$ cat config.mk
export PLATFORM = sky130hd
export DESIGN_NAME = lpstop_ctrl
export DESIGN_NICKNAME = d
export VERILOG_FILES = /design/src/rtl/lpstop_pkg.sv /design/src/rtl/lpstop_fsm.sv /design/src/rtl/lpstop_gate.sv /design/src/rtl/lpstop_rst_hold.sv /design/src/rtl/lpstop_ctrl.sv
export SDC_FILE = /design/constraint.sdc
export NUM_CORES = 1
export LEC_CHECK = 0
export BUFFER_PORTS_ARGS = -buffer_cell sky130_fd_sc_hd__buf_2
export CORE_AREA = 4 4 41 43
export DETAILED_ROUTE_END_ITERATION = 10
export DIE_AREA = 0 0 45 47
export SLEW_MARGIN = 40
export SYNTH_ARGS = -nofsm -noshare
export SYNTH_HDL_FRONTEND = slang
export SYNTH_SLANG_ARGS = --single-unit
$ cat constraint.sdc
create_clock -name clk -period 1.5 [get_ports clk]
set_clock_uncertainty 0.1 [all_clocks]
set_input_delay 0.075 -clock clk [delete_from_list [all_inputs] [get_ports clk]]
set_output_delay 0.075 -clock clk [all_outputs]
set_load 0.005 [all_outputs]
$ cat src/rtl/lpstop_pkg.sv
package lpstop_pkg;

    typedef enum logic [1:0] {
        ST_RUN    = 2'd0,
        ST_STOP   = 2'd1,
        ST_ALT    = 2'd2,
        ST_RSTREQ = 2'd3
    } lp_state_e;

    typedef struct packed {
        logic stop_cmd;
        logic irq;
        logic ext_rst;
        logic clk_lost;
        logic rc_en;
        logic rst_on_loss;
    } lp_ctl_s;

    // A loss is acted on while running, or while stopped with the RC oscillator on.
    function automatic logic loss_seen(lp_state_e st, logic lost, logic rc_on);
        return lost && ((st == ST_RUN) || ((st == ST_STOP) && rc_on));
    endfunction

endpackage

$ cat src/rtl/lpstop_fsm.sv
module lpstop_fsm
    import lpstop_pkg::*;
(
    input  logic      clk,
    input  logic      rst,
    input  lp_ctl_s   ctl,
    input  logic      hold_done,
    output lp_state_e state_q,
    output logic      clk_sel_q,
    output logic      rc_force_q
);

    lp_state_e nxt_state;
    logic      nxt_sel;
    logic      nxt_force;
    logic      rc_on;
    logic      lost;

    always_comb begin
        nxt_state = state_q;
        nxt_sel   = clk_sel_q;
        rc_on     = ctl.rc_en | rc_force_q;
        lost      = loss_seen(state_q, ctl.clk_lost, rc_on);
        case (state_q)
            ST_RUN: begin
                if (ctl.ext_rst) begin
                    nxt_state = ST_RSTREQ;
                end else if (lost && ctl.rst_on_loss) begin
                    nxt_state = ST_RSTREQ;
                end else begin
                    if (lost) nxt_sel = 1'b1;
                    if (ctl.stop_cmd) nxt_state = ST_STOP;
                end
            end
            ST_STOP: begin
                if (ctl.ext_rst) begin
                    nxt_state = ST_RSTREQ;
                end else if (lost && ctl.rst_on_loss) begin
                    nxt_state = ST_RSTREQ;
                end else if (lost) begin
                    nxt_state = ST_ALT;
                    nxt_sel   = 1'b1;
                end else if (ctl.irq) begin
                    nxt_state = ST_RUN;
                end
            end
            ST_ALT: begin
                if (ctl.ext_rst) nxt_state = ST_RSTREQ;
                else if (ctl.irq) nxt_state = ST_RUN;
            end
            ST_RSTREQ: begin
                if (hold_done) begin
                    nxt_state = ST_RUN;
                    nxt_sel   = ctl.clk_lost;
                end
            end
            default: nxt_state = ST_RUN;
        endcase

        nxt_force = rc_force_q;
        if ((state_q == ST_RSTREQ) && hold_done) nxt_force = 1'b0;
        else if (ctl.ext_rst && !ctl.rc_en) nxt_force = 1'b1;
    end

    always_ff @(posedge clk) begin
        if (rst) begin
            state_q    <= ST_RUN;
            clk_sel_q  <= 1'b0;
            rc_force_q <= 1'b0;
        end else begin
            state_q    <= nxt_state;
            clk_sel_q  <= nxt_sel;
            rc_force_q <= nxt_force;
        end
    end

endmodule

$ cat src/rtl/lpstop_gate.sv
module lpstop_gate #(
    parameter int STAGES = 2
) (
    input  logic clk,
    input  logic rst,
    input  logic req,
    output logic en
);

    logic [STAGES-1:0] sync_q;

    generate
        if (STAGES == 1) begin : g_single
            always_ff @(posedge clk) begin
                if (rst || !req) sync_q <= '0;
                else sync_q <= 1'b1;
            end
        end else begin : g_chain
            always_ff @(posedge clk) begin
                if (rst || !req) sync_q <= '0;
                else sync_q <= {sync_q[STAGES-2:0], 1'b1};
            end
        end
    endgenerate

    // Opening waits for the chain; closing follows the request at once.
    assign en = req & sync_q[STAGES-1];

endmodule

$ cat src/rtl/lpstop_rst_hold.sv
module lpstop_rst_hold #(
    parameter int HOLD = 4
) (
    input  logic clk,
    input  logic rst,
    input  logic active,
    input  logic ext_rst,
    output logic done
);

    localparam int CW = $clog2(HOLD) + 1;

    logic [CW-1:0] cnt_q;

    always_ff @(posedge clk) begin
        if (rst || !active || ext_rst) cnt_q <= '0;
        else cnt_q <= cnt_q + 1'b1;
    end

    assign done = active && !ext_rst && (cnt_q == CW'(HOLD - 1));

endmodule

$ cat src/rtl/lpstop_ctrl.sv
module lpstop_ctrl
    import lpstop_pkg::*;
#(
    parameter int NMOD        = 4,
    parameter int SYNC_STAGES = 2,
    parameter int RST_HOLD    = 4
) (
    input  logic            clk,
    input  logic            rst,
    input  logic            stop_cmd,
    input  logic            irq_req,
    input  logic            ext_reset,
    input  logic            clk_lost,
    input  logic            rc_en,
    input  logic            rst_on_loss,
    input  logic [NMOD-1:0] mod_stop,
    output logic            sys_clk_en,
    output logic            clk_sel,
    output logic            reset_req,
    output logic            rc_force,
    output logic [NMOD-1:0] mod_clk_en
);

    lp_ctl_s   ctl;
    lp_state_e state_q;
    logic      hold_done;
    logic      run_req;

    assign ctl = '{stop_cmd:    stop_cmd,
                   irq:         irq_req,
                   ext_rst:     ext_reset,
                   clk_lost:    clk_lost,
                   rc_en:       rc_en,
                   rst_on_loss: rst_on_loss};

    lpstop_fsm u_fsm (
        .clk        (clk),
        .rst        (rst),
        .ctl        (ctl),
        .hold_done  (hold_done),
        .state_q    (state_q),
        .clk_sel_q  (clk_sel),
        .rc_force_q (rc_force)
    );

    lpstop_rst_hold #(.HOLD(RST_HOLD)) u_hold (
        .clk     (clk),
        .rst     (rst),
        .active  (state_q == ST_RSTREQ),
        .ext_rst (ext_reset),
        .done    (hold_done)
    );

    assign run_req = (state_q == ST_RUN);

    lpstop_gate #(.STAGES(SYNC_STAGES)) u_gate (
        .clk (clk),
        .rst (rst),
        .req (run_req),
        .en  (sys_clk_en)
    );

    assign reset_req = (state_q == ST_RSTREQ);

    generate
        for (genvar i = 0; i < NMOD; i++) begin : g_mod
            assign mod_clk_en[i] = sys_clk_en & ~mod_stop[i];
        end
    endgenerate

endmodule

== After elaboration in Yosys (flattened, before gate mapping) ==
Index checks and enable logic that the tools add are counted.
Storage, ports and cells
  register bits after elaboration: 9
  input bits: 12
  output and inout port bits: 8
  word-level logic and storage cells: 63
Cells by class
  add/sub/neg operators: 1
  equal/unequal tests: 9
  mux-type cells: 16
  bitwise gates (word level): 10
  reductions and logical operators: 21
Operators by type and width (count)
  2-to-1 mux 2 bit: 9
  case mux 2 bit (4 select lines): 1
  logical AND 1 bit: 7
  != test 2 bit, second input constant: 3
  AND 1 bit: 5
  2-to-1 mux 1 bit: 5
  AND reduction 5 bit: 1
  == test 2 bit, second input constant: 2
  zero test 1 bit: 4
  logical OR 1 bit: 4
  != test 4 bit, second input constant: 1
  NOT 1 bit: 4
  OR reduction 2 bit: 2
  adder 3 x 1 -> 3 bit, second input constant: 1
  == test 3 x 2 -> 1 bit, second input constant: 1
  == test 2 x 1 -> 1 bit, second input constant: 1
  zero test 2 bit: 1
  != test 2 x 1 -> 1 bit, second input constant: 1
  case mux 1 bit (2 select lines): 1
  AND reduction 2 bit: 1
  nonzero test 2 bit: 1
  bitwise OR 1 bit: 1

== Depth between registers and ports, before layout ==
  depth in word-level cells: 8
  depth in mapped cells: 5
  mapped depth without buffers: 5

== Cells and area by module ==
From an unflattened synthesis, not the netlist that was laid out.
Second synthesis, totals
  cells, all modules: 50
  area total of the unflattened synthesis: 473.0 µm²
By module, submodules not included
  lpstop_fsm: instances 1, cells each 29, area each 239.0 µm², seq. area each 80.1 µm²
  lpstop_rst_hold: instances 1, cells each 10, area each 127.6 µm², seq. area each 60.1 µm²
  lpstop_gate: instances 1, cells each 5, area each 61.3 µm², seq. area each 40.0 µm²
  lpstop_ctrl: instances 1, cells each 6, area each 45.0 µm², seq. area each 0.0 µm²

== Worst setup path before layout ==
OpenSTA, ideal clock, no wires.
  kind: reg2reg
  start point: register u_fsm.state_q[0]
  end point: register u_fsm.state_q[1]
  setup time: 115 ps
  arrival time: 1245 ps
  required time: 1285 ps
  path slack: 39 ps
  cell stages (with the launch flop): 5
  buffers on the path: 0
  period minus slack after synthesis: 1461 ps
  cells stage by stage: dfxtp_1 -> or3b_4 -> a31oi_2 -> o221ai_1 -> and3_1
Between the ends
  longest elaborated chain between the ends: 8
  elaborated cells between the ends (all ways): 19
  those cells by class: 5 x eq/ne; 6 x mux; 8 x reduce/logical
RTL lines
  start, declared: RTL line lpstop_fsm.sv:8  | output lp_state_e state_q,
  start signal, assigned: RTL line lpstop_fsm.sv:71  | state_q <= nxt_state;
  == test 2 x 1 -> 1 bit: RTL line lpstop_pkg.sv:21, lpstop_fsm.sv:24
  logical AND 1 bit: RTL line lpstop_pkg.sv:21  | return lost && ((st == ST_RUN) || ((st == ST_STOP) && rc_on));
  logical OR 1 bit: RTL line lpstop_pkg.sv:21
  logical AND 1 bit: RTL line lpstop_pkg.sv:21
  2-to-1 mux 2 bit / logical AND 1 bit (equally long branches): RTL line lpstop_fsm.sv:40, lpstop_fsm.sv:28, lpstop_fsm.sv:38
  2-to-1 mux 2 bit, on equally long branches: RTL line lpstop_fsm.sv:38, lpstop_fsm.sv:28
  2-to-1 mux 2 bit, on equally long branches: RTL line lpstop_fsm.sv:36, lpstop_fsm.sv:26
  case mux 2 bit (4 select lines): RTL line lpstop_fsm.sv:24  | case (state_q)
Parallel ways exist; a longest one is shown, timed or not.
A chain may end at the register's enable or synchronous reset.

== Worst setup path after layout ==
  start point: register u_fsm.rc_force_q
  end point: register u_fsm.state_q[1]
Between the ends
  longest elaborated chain between the ends: 8
  elaborated cells between the ends (all ways): 13
  those cells by class: 1 x eq/ne; 6 x mux; 1 x bitwise; 5 x reduce/logical
RTL lines
  start, declared: RTL line lpstop_fsm.sv:10  | output logic rc_force_q
  start signal, assigned: RTL line lpstop_fsm.sv:73  | rc_force_q <= nxt_force;
  bitwise OR 1 bit (*): RTL line lpstop_fsm.sv:22  | rc_on = ctl.rc_en | rc_force_q;
  logical AND 1 bit (*): RTL line lpstop_pkg.sv:21
  logical OR 1 bit (*): RTL line lpstop_pkg.sv:21
  logical AND 1 bit (*): RTL line lpstop_pkg.sv:21
  2-to-1 mux 2 bit / logical AND 1 bit (equally long branches): RTL line lpstop_fsm.sv:40, lpstop_fsm.sv:28, lpstop_fsm.sv:38
  2-to-1 mux 2 bit, on equally long branches: RTL line lpstop_fsm.sv:38, lpstop_fsm.sv:28
  2-to-1 mux 2 bit, on equally long branches: RTL line lpstop_fsm.sv:36, lpstop_fsm.sv:26
  case mux 2 bit (4 select lines): RTL line lpstop_fsm.sv:24
Mark *: on every way between the ends. The rest lies on a longest branch, timed or not.

==> reports/qor.yml <==
global_route:
  global_route_wire_length_before_repair_mm: 1.628
  grt_max_degree: 8
  total_routing_usage_gr_pct: 11.01
  number_of_antenna_violations_at_the_first_check_in_global_routing: 0
  grt-ovfl-total: 0
  grt_pass1_vias: 381
sta:
  final.hold.worst_slack_ns: 0.03806
  tightest_slew_ns: 0.2095
  grt_setup_unrepaired: "false"
  max_clock_freq_mhz: 703.2
  setup_slack_ns: 0.07802
  max-slew-margin-rel_pct: 85.83
  final_hold_viol_count: 0
  finalSetupViolCount: 0
  layout_min_cycle_time_ns: 1.422
  finalMaxSlewViolations: 0
  min_period_over_period_pct: 94.80
  setup-tns-final_ns: 0
clocking:
  clk_pin_slew_ns: 0.07
  cts.root.buffer_cell: "sky130_fd_sc_hd__clkbuf_4"
  cts_made_buffers: 3
  cts.sink_count: 9
  clock_path_buffers: 2
  clock_tree_from_tritoncts: "built"
  clock_insertion_delay_worst_skew_ns: 0.26
  cts-htree-levels: 1
critical_path:
  worstRegToRegCells: 4
  startpoint: "u_fsm.rc_force_q$_SDFFE_PP0P_"
  cp_cell_sequence: "or3b_4 > a31oi_4 > o221ai_1 > and3_1"
  setup.worst_path.class: "reg2reg"
  worstPathRequired_ns: 1.56
  setup_slack_of_the_most_critical_reg_to_reg_path_ns: 0.08
  reg2reg_from: "u_fsm.rc_force_q$_SDFFE_PP0P_"
  critPathMaxFanout: 4
  crit_path_capture_type: "flip-flop"
  worst_setup_ep: "u_fsm.state_q[1]$_SDFFE_PP0P_"
  cp_slowest_stage_delay_ns: 0.43
  setup.worst_path.start_class: "flip-flop"
  crit-reg2reg-capture: "u_fsm.state_q[1]$_SDFFE_PP0P_"
  worst-endpoint-arrival_ns: 1.49
  cpMaxStageDelayCell: "sky130_fd_sc_hd__or3b_4"
synthesis:
  seq_area_frac_synth_pct: 41.38
  synthArstFlopShare_pct: 0
  ys_top_cells_by_area: "sky130_fd_sc_hd__dfxtp_1 41%, sky130_fd_sc_hd__inv_1 6.9%, sky130_fd_sc_hd__ha_1 5.7%"
  synth_top_area_share_pct: 41.38
  netlist.top_cell.by_area: "sky130_fd_sc_hd__dfxtp_1"
  syn_nets: 64
  synth_area_um2: 435.4
  ys_warn_count: 0
  synth_cell_types: 23
  postSynthRegisterBits: 9
  syn_inst: 50
  number_of_enable_type_register_cells_in_the_synthesized_netlist: 0
  syn_avg_cell_area_um2: 8.708
  ys_dominant_reg_cell: "sky130_fd_sc_hd__dfxtp_1"
pwr:
  static-leakage-power_nw: 0.3187
  seq_power_share_pct: 45.8
  power_mw: 0.5609
  worst_ir_drop_vdd_mv: 0.5956
  p_sw_share_pct: 28.11
  power.density_cell_area_mw_per_mm2: 896.6
  internal_power_of_the_cells_mw: 0.4032
  p_switching_mw: 0.1577
  combPwrFrac_pct: 19.3
  clk_network_pwr_share_pct: 34.9
placed_design:
  gp_congestion: 0.7670
  place_worst_setup_slack_ns: 0.07248
  port_buffers: 19
  hpwlAfterDp_um: 792.9
drt:
  number_of_search_and_repair_iterations_in_the_first_detailed_routing_pass: 4
  detailroute.via_count: 436
  drt_drc_violations_left: 0
  vias_per_cell: 4.791
  route.antenna.remaining_nets: 0
  wl_per_cell_um: 11.54
  routed_wirelength_mm: 1.050
  drtIter0Drc: 5
worst_hold_path:
  hp-class: "in2reg"
  worstHoldStart: "rc_en"
cells_and_area:
  fillerInstances: 136
  most-common-layout-cells: "19 x sky130_fd_sc_hd__buf_2, 9 x sky130_fd_sc_hd__dfxtp_1, 8 x sky130_fd_sc_hd__inv_1"
  finalNetCount: 91
  mostFrequentLayoutCell: "sky130_fd_sc_hd__buf_2"
  syn_to_final_growth_pct: 43.68
  antenna_cells_inserted: 0
  ratio_of_cells_with_drive_above_1_in_the_final_layout_pct: 39.47
  post-route-util_pct: 48.08
die:
  initial_utilization_pct: 33.46
  core_area_mm2: 0.001301
  rows: 13
  die-area_mm2: 0.002115
  die_height_um: 47
  floorplan.die.width_um: 45
  top_level_i_o_count: 20
run:
  max-cap-violations: 0
status:
  run_status: "finished, final reports clean"
-- stage by stage --
stage | area (um2) | cells
CTS | 608.1 | 91
detailed placement | 560.5 | 85
floorplan | 435.4 | 50
global route | 625.6 | 91
finish | 625.6 | 91
global placement | 560.5 | 85
-- registers in the layout, summed over array words and instances, names as in the netlist --
name and cells:
u_hold.cnt_q 3, u_fsm.state_q 2, u_gate.sync_q 2, u_fsm.clk_sel_q 1, u_fsm.rc_force_q 1
-- area by class of cell --
cell class                      instances  area [um2]  area share (%)
Tap cell                               15       18.77           3.000
Timing Repair Buffer                   23       130.1           20.80
Clock buffer                            3       22.52           3.600
Multi-Input combinational cell         32       239.0           38.20
Inverter                                8       30.03           4.800
Sequential cell                         9       180.2           28.80
Clock inverter                          1       5.005          0.8000
-- per-layer routing --
layer	share of wire (%)	up-vias	global-route usage (%)	routed length (um)
li1	-	230	-	-
met1	44	197	12.59	462
met2	50	7	16.95	521
met3	5.1	2	5.747	54
met4	1.1	0	5.263	12
met5	0	-	0	0
-- power groups by stage --
stage          combinational [mW]  clock, mW  sequential, mW
6_report                    0.108      0.196           0.257
5_1_grt                     0.118      0.222           0.258
4_1_cts                     0.101      0.204           0.257
3_5_place_dp               0.0967          0           0.263
3_3_place_gp               0.0973          0           0.262
2_1_floorplan              0.0509          0           0.264
-- how the worst min path moves through the flow --
stage	to	cells past startpoint
after floorplan	u_fsm.clk_sel_q$_SDFFE_PP0P_	1
after global placement	u_hold.cnt_q[1]$_SDFF_PP0_	2
after detailed placement	u_hold.cnt_q[1]$_SDFF_PP0_	2
final	u_fsm.rc_force_q$_SDFFE_PP0P_	3
after global routing	u_fsm.rc_force_q$_SDFFE_PP0P_	3
after CTS	u_fsm.rc_force_q$_SDFFE_PP0P_	3
-- cells by family after synthesis --
logic type | after synthesis | synth area share, %
simple gates | 20 | 25.86
fa+ha+maj | 2 | 5.746
mux | 1 | 2.299
flops | 9 | 41.38
compound gates | 9 | 16.95
buf+inv | 9 | 7.758
-- worst max-delay path, delay by kind of cell (launching register included) --
kind / cells / cell delay, ns
AND/OR/NAND/NOR: 2 / 0.60
flip-flops: 1 / 0.32
AO/OA/AOI/OAI: 2 / 0.30
-- Yosys cell counts, drive strengths merged (2+ instances only) --
cell    instances
nand4           2
inv             8
nor2            5
a21oi           2
nor3            3
nand2           2
o211ai          2
nor4            2
dfxtp           9
ha              2
-- timing repair --
| item | CTS | global route |
|---|---|---|
| buffers inserted | 0 | 0 |
| setup endpoints to repair | 0 | 2 |
| hold buffers | 2 | 0 |
| resized for setup | 0 | 3 |
| hold endpoints to repair | 6 | 0 |
(Power assumes the default switching activity.)
